===== src/rtl/desc_chk_pkg.sv =====
package desc_chk_pkg;

    localparam int unsigned WORD_W    = 32;
    localparam logic [7:0]  PREAMBLE  = 8'hA5;

    localparam int unsigned CB_IRQ    = 8;
    localparam int unsigned CB_WB     = 9;
    localparam int unsigned CB_IGN    = 10;
    localparam int unsigned CB_FIXED  = 11;
    localparam int unsigned CB_FRAG   = 18;
    localparam int unsigned CB_LAST   = 19;
    localparam int unsigned CB_SUM    = 20;
    localparam int unsigned CB_LFRAME = 21;

    typedef logic [WORD_W-1:0] word_t;

    typedef enum logic [2:0] {
        V_OK       = 3'd0,
        V_PREAMBLE = 3'd1,
        V_CHECKSUM = 3'd2,
        V_DONE     = 3'd3,
        V_FRAMING  = 3'd4
    } verdict_e;

    // Bit 0 is the interrupt enable, bit 5 last-of-frame.
    typedef struct packed {
        logic lframe;
        logic last;
        logic frag;
        logic fixed;
        logic wb;
        logic irq;
    } flags_t;

    function automatic flags_t decode_flags(input word_t c);
        flags_t f;
        f.lframe = c[CB_LFRAME];
        f.last   = c[CB_LAST];
        f.frag   = c[CB_FRAG];
        f.fixed  = c[CB_FIXED];
        f.wb     = c[CB_WB];
        f.irq    = c[CB_IRQ];
        return f;
    endfunction

    function automatic word_t pack_status(input word_t c, input logic done);
        word_t s;
        s        = '0;
        s[20:13] = c[7:0];
        s[12]    = c[CB_IRQ];
        s[11]    = c[CB_WB];
        s[10]    = done;
        s[9]     = c[CB_IGN];
        s[8]     = c[CB_LFRAME];
        s[7]     = c[CB_LAST];
        s[6]     = c[CB_SUM];
        s[5]     = c[CB_FRAG];
        s[4]     = c[CB_FIXED];
        return s;
    endfunction

endpackage


===== src/rtl/desc_seq.sv =====
module desc_seq
    import desc_chk_pkg::*;
#(
    parameter int unsigned N_WORDS    = 16,
    parameter int unsigned STAMP_WORD = 5,
    localparam int unsigned IDX_W     = $clog2(N_WORDS)
) (
    input  logic             clk,
    input  logic             rst,
    input  logic             in_valid,
    input  word_t            in_word,
    input  logic             in_last,
    output logic [IDX_W-1:0] idx,
    output logic             end_beat,
    output logic             full_ok,
    output word_t            ctrl_q,
    output logic             done_q
);

    localparam logic [IDX_W-1:0] LAST_IDX  = IDX_W'(N_WORDS - 1);
    localparam logic [IDX_W-1:0] STAMP_IDX = IDX_W'(STAMP_WORD);

    logic at_final;

    assign at_final = (idx == LAST_IDX);
    assign end_beat = in_valid && (in_last || at_final);
    assign full_ok  = in_last && at_final;

    always_ff @(posedge clk) begin
        if (rst) begin
            idx    <= '0;
            ctrl_q <= '0;
            done_q <= 1'b0;
        end else if (in_valid) begin
            idx <= end_beat ? '0 : idx + 1'b1;
            if (idx == '0)
                ctrl_q <= in_word;
            if (idx == STAMP_IDX)
                done_q <= in_word[WORD_W-1];
        end
    end

    // a cycle without a beat leaves the word position untouched
    assert_hold_idx_R1: assert property (@(posedge clk) disable iff (rst)
        !in_valid |=> $stable(idx));

endmodule


===== src/rtl/desc_sum.sv =====
module desc_sum
    import desc_chk_pkg::*;
#(
    parameter int unsigned N_WORDS = 16,
    localparam int unsigned IDX_W  = $clog2(N_WORDS)
) (
    input  logic             clk,
    input  logic             rst,
    input  logic             in_valid,
    input  logic [IDX_W-1:0] idx,
    input  word_t            in_word,
    output logic             sum_match
);

    word_t acc;

    // The first word of every descriptor reloads the accumulator.
    always_ff @(posedge clk) begin
        if (rst)
            acc <= '0;
        else if (in_valid)
            acc <= (idx == '0) ? in_word : acc + in_word;
    end

    assign sum_match = (acc == in_word);

endmodule


===== src/rtl/desc_judge.sv =====
module desc_judge
    import desc_chk_pkg::*;
(
    input  logic     clk,
    input  logic     rst,
    input  logic     end_beat,
    input  logic     full_ok,
    input  word_t    ctrl,
    input  logic     done,
    input  logic     sum_match,
    output logic     res_valid,
    output verdict_e res_err,
    output flags_t   res_flags,
    output word_t    res_status,
    output logic     res_chain_end
);

    verdict_e v_d;
    flags_t   f_d;
    word_t    s_d;
    logic     chain_d;

    always_comb begin
        if (!full_ok)
            v_d = V_FRAMING;
        else if (ctrl[7:0] != PREAMBLE)
            v_d = V_PREAMBLE;
        else if (ctrl[CB_SUM] && !sum_match)
            v_d = V_CHECKSUM;
        else if (done && !ctrl[CB_IGN])
            v_d = V_DONE;
        else
            v_d = V_OK;
        f_d     = full_ok ? decode_flags(ctrl) : '0;
        s_d     = full_ok ? pack_status(ctrl, done) : '0;
        chain_d = (v_d != V_OK) || f_d.last || f_d.lframe;
    end

    always_ff @(posedge clk) begin
        if (rst || !end_beat) begin
            res_valid     <= 1'b0;
            res_err       <= V_OK;
            res_flags     <= '0;
            res_status    <= '0;
            res_chain_end <= 1'b0;
        end else begin
            res_valid     <= 1'b1;
            res_err       <= v_d;
            res_flags     <= f_d;
            res_status    <= s_d;
            res_chain_end <= chain_d;
        end
    end

endmodule


===== src/rtl/desc_check_top.sv =====
module desc_check_top
    import desc_chk_pkg::*;
#(
    parameter int unsigned N_WORDS    = 16,
    parameter int unsigned STAMP_WORD = 5,
    localparam int unsigned IDX_W     = $clog2(N_WORDS)
) (
    input  logic        clk,
    input  logic        rst,
    input  logic        in_valid,
    input  logic [31:0] in_word,
    input  logic        in_last,
    output logic        res_valid,
    output logic [2:0]  res_err,
    output logic [5:0]  res_flags,
    output logic [31:0] res_status,
    output logic        res_chain_end
);

    logic [IDX_W-1:0] idx;
    logic             end_beat, full_ok, done_q, sum_match;
    word_t            ctrl_q;
    verdict_e         verdict;
    flags_t           flags;

    desc_seq #(.N_WORDS(N_WORDS), .STAMP_WORD(STAMP_WORD)) u_seq (
        .clk(clk), .rst(rst), .in_valid(in_valid), .in_word(in_word),
        .in_last(in_last), .idx(idx), .end_beat(end_beat),
        .full_ok(full_ok), .ctrl_q(ctrl_q), .done_q(done_q)
    );

    desc_sum #(.N_WORDS(N_WORDS)) u_sum (
        .clk(clk), .rst(rst), .in_valid(in_valid), .idx(idx),
        .in_word(in_word), .sum_match(sum_match)
    );

    desc_judge u_judge (
        .clk(clk), .rst(rst), .end_beat(end_beat), .full_ok(full_ok),
        .ctrl(ctrl_q), .done(done_q), .sum_match(sum_match),
        .res_valid(res_valid), .res_err(verdict), .res_flags(flags),
        .res_status(res_status), .res_chain_end(res_chain_end)
    );

    assign res_err   = verdict;
    assign res_flags = flags;

    // a verdict only follows an accepted beat
    assert_pulse_src_R1: assert property (@(posedge clk) disable iff (rst)
        res_valid |-> $past(in_valid));

    // an accepted descriptor carries the expected preamble
    assert_preamble_R2: assert property (@(posedge clk) disable iff (rst)
        (res_valid && res_err == 3'd0) |-> (res_status[20:13] == 8'hA5));

    // a checksum verdict requires checksum enable
    assert_sum_en_R3: assert property (@(posedge clk) disable iff (rst)
        (res_valid && res_err == 3'd2) |-> res_status[6]);

    // a done verdict requires the mark without the override
    assert_done_R4: assert property (@(posedge clk) disable iff (rst)
        (res_valid && res_err == 3'd3) |-> (res_status[10] && !res_status[9]));

    // framing faults report no decoded content
    assert_framing_R6: assert property (@(posedge clk) disable iff (rst)
        (res_valid && res_err == 3'd4) |-> (res_status == '0 && res_flags == '0));

    // any error stops the chain
    assert_chain_R9: assert property (@(posedge clk) disable iff (rst)
        (res_valid && res_err != 3'd0) |-> res_chain_end);

endmodule


===== config.mk =====
export PLATFORM = sky130hd
export DESIGN_NAME = desc_check_top
export DESIGN_NICKNAME = d
export VERILOG_FILES = /design/src/rtl/desc_chk_pkg.sv /design/src/rtl/desc_seq.sv /design/src/rtl/desc_sum.sv /design/src/rtl/desc_judge.sv /design/src/rtl/desc_check_top.sv
export SDC_FILE = /design/constraint.sdc
export NUM_CORES = 1
export LEC_CHECK = 0
export BUFFER_PORTS_ARGS = -buffer_cell sky130_fd_sc_hd__buf_2
export CAP_MARGIN = 20
export CORE_AREA = 2 2 103 204
export DETAILED_ROUTE_END_ITERATION = 6
export DIE_AREA = 0 0 105 206
export PLACE_DENSITY = 0.41
export SYNTH_ARGS = -nofsm -noshare
export SYNTH_HDL_FRONTEND = slang
export SYNTH_HIERARCHICAL = 1
export SYNTH_SLANG_ARGS = --single-unit

===== constraint.sdc =====
create_clock -name clk -period 6.08 [get_ports clk]
set_input_delay 1.824 -clock clk [delete_from_list [all_inputs] [get_ports clk]]
set_output_delay 1.824 -clock clk [all_outputs]
set_load 0.01 [all_outputs]

==> results.txt <==
----------------------------------------------------
[Route]
  Number of iterations in the first detailed-routing pass ... 4
  Post-detailed-route count of antenna-violating nets ... 0
  Via count ... between 4k and 5k
  First-iteration detailed-routing DRC count ... 198
  Wirelength, routed ... 15.1 mm
  Detailed-route DRC error count ... 0
  Routed wire length per instance ... 16.2 um
  Avg Vias per Cell ... 4.88

[Layout]
  Final #Nets ... around 740
  Share of post-route cells with drive strength above 1 ... 16.0%
  Post-layout util ... between 20% and 30%
  Layout overhead on the synthesized area ... 11.7%
  Post-route design area ... 0.00579 mm^2
  Number of antenna diodes ... 0

[Timing]
  Number of setup violations in the final report ... 0
  Fmax achieved ... roughly 240 MHz
  Worst slew pin tran ... ~0.97 ns
  RSZ-0062 raised after global routing ... no
  Crit path setup slack, layout ... 1.92 ns
  Slew Viols, Final ... 0
  Relative slew slack ... around a third
  Final critical-path required period ... 4.16 ns
  Number of endpoints with negative hold slack in the final report ... 0
  Share of the cycle needed by the critical path after routing ... 68.4%
  Worst clock skew on the final layout ... 0.00838 ns
  Setup total negative slack ... 0 ns

[Pwr]
  Fraction of power consumed by sequential logic ... between 30% and 40%
  Net Switching ... 0.488 mW
  Portion of total power attributed to the clock network ... 39.4%
  Internal Pwr Total ... 1.04 mW
  P per Cell Area ... 264 mW/mm^2
  Total design power ... 1.53 mW
  Maximum ir drop on the vdd rail ... 0.140 mV
  Switching fraction of total power ... 31.9%
  Proportion of power drawn by combinational gates ... 24.6%
  Leakage power figure ... 2.60 nW

[Setup path]
  Number of buffer and inverter instances along the worst setup path ... 1
  Sequence of cells on the critical path ... buf_2, ha_1, fa_1, a21oi_1, o21ai_1, a21oi_1, or4_4, a31oi_2, o2111ai_1, a21oi_1, mux2_1, a211oi_1
  CP required ... roughly 6.3 ns
  Critical Path AT ... 4.41 ns
  Highest-delay cell along the critical path ... sky130_fd_sc_hd__or4_4
  Most frequent CP cell ... sky130_fd_sc_hd__a21oi_1
  WS Path Type ... input pin to flop
  CP max stage delay ... between 0.5 and 0.6 ns
  CP Capture Type ... flop
  Critical path peak fanout ... 4
  Critical path startpoint category ... input pin
  Crit-path leading delay family ... compound AO/OA/AOI/OAI gates

[Yosys]
  Post-synthesis area per instance ... 8.06 um^2
  Gate Count Post-Synth ... between 600 and 700
  Number of warnings issued by yosys ... 6
  Mapped cell area ... slightly above 0.005 mm^2

[Clock tree]
  Clk_lat worst skew ... 0.34 ns
  TritonCTS clock tree ... done
  Number of cells upsized or downsized after cts ... 0
  TritonCTS Buffers ... 9
  Worst-path clk slew ... 0.07 ns
  Post-CTS Hold Fix Bufs ... 0
  Clock tree root buffer cell ... sky130_fd_sc_hd__clkbuf_16
  Bufs on Longest Clock Path ... 2
  Setup repair bufs after CTS ... 0
  Number of clock sinks seen by CTS ... just under 80
  CTS HTree Levels ... 3

[Floorplan]
  Number of top-level pins ... 79
  Die area ... 0.0216 mm^2
  Horizontal die dimension ... 105 um
  Area of the core ... 0.0202 mm^2
  Initial core utilization ... 25.7%
  Die Height ... 206 um
  Placement Rows ... between 70 and 80

[Placed design]
  Number of port buffers ... 63
  Post-placement worst setup slack ... 1.66 ns
  Instance area after placement ... between 0.005 and 0.006 mm^2
  Final weighted congestion of routability-driven global placement ... 0.838
  Detail Placement HPWL ... 11.0 mm

[Run status]
  Outcome ... completed

[GRT]
  Pin count of the biggest net entering global routing ... 56
  All-layer global routing usage ... 14.3%
  Vias in the first global route ... 4550
  Initial antenna violation count ... 0
  First-pass GRT wire length ... 24.7 mm
  Overflow after GRT ... 0

[Run]
  Maximum Capacitance Violations ... 0

[Worst hold path]
  Type of the tightest min-delay check ... flop to flop

----------------------------------------------------
[metal layers]
metal / share of wire, % / up-vias / global-route usage (%)
met5: 0 / - / 0
met4: 1.2 / 0 / 4.19
met3: 3.0 / 10 / 2.08
met2: 50 / 79 / 24.6
met1: 46 / 2151 / 18.5
li1: - / 2323 / -
[cells in the final DEF (no fill, tap or decap), drive strengths merged, types with 6 or more instances in the layout]
cell type,count
a31oi,8
inv,16
xnor2,11
a311oi,16
nand2,81
buf,68
mux2i,6
a211oi,18
nor4,10
a21o,22
conb,15
nand2b,6
ha,34
and3,23
nor2,51
nor3,13
xor2,9
clkbuf,10
or3,7
o21a,7
o21ai,21
a21oi,60
nand3,15
dfxtp,77
[worst min-delay path, cell delays in order (launching register included)]
cell and delay [ns]:
sky130_fd_sc_hd__dfxtp_1 0.31, sky130_fd_sc_hd__nand2_1 0.05, sky130_fd_sc_hd__a21oi_1 0.05
[per-stage QoR]
step,std cells,hold slack (ns)
2_1_floorplan,657,0.432
4_1_cts,935,0.454
3_3_place_gp,919,0.443
6_report,935,0.454
3_5_place_dp,919,0.444
5_1_grt,935,0.473
[worst paths after layout]
path,startpoint,end,slack (ns),cells past startpoint
max reg2reg,u_sum/acc[0],u_sum/acc[28],3.18,11
max,in_word[0],u_sum/acc[28],1.92,12
min,u_seq/ctrl_q[9],u_seq/ctrl_q[9],0.45,2
min reg2reg,u_seq/ctrl_q[9],u_seq/ctrl_q[9],0.45,2
[cell type report]
| type | count | area (um^2) |
|---|---|---|
| sequential | 77 | 1540 |
| inverter | 16 | 62.6 |
| multi-input combinational | 492 | 3180 |
| fill | 2322 | 14400 |
| clock buffer | 10 | 229 |
| timing repair buffer | 68 | 353 |
| tap | 266 | 333 |
| clock inverter | 6 | 96.3 |
[power groups by stage]
stage	clock, mW	sequential, mW	combinational, mW
4_1_cts	0.627	0.551	0.379
3_3_place_gp	0	0.563	0.380
5_1_grt	0.641	0.555	0.427
2_1_floorplan	0	0.558	0.306
6_report	0.603	0.551	0.377
3_5_place_dp	0	0.563	0.378
[sequential cells by signal (all words and copies together), names as in the netlist]
signal,cells
u_seq/ctrl_q,16
u_judge/res_err,3
u_judge/res_valid,1
u_judge/res_chain_end,1
u_judge/res_flags,2
u_seq/done_q,1
u_judge/res_status,17
u_sum/acc,32
u_seq/idx,4
(Power assumes the default switching activity.)
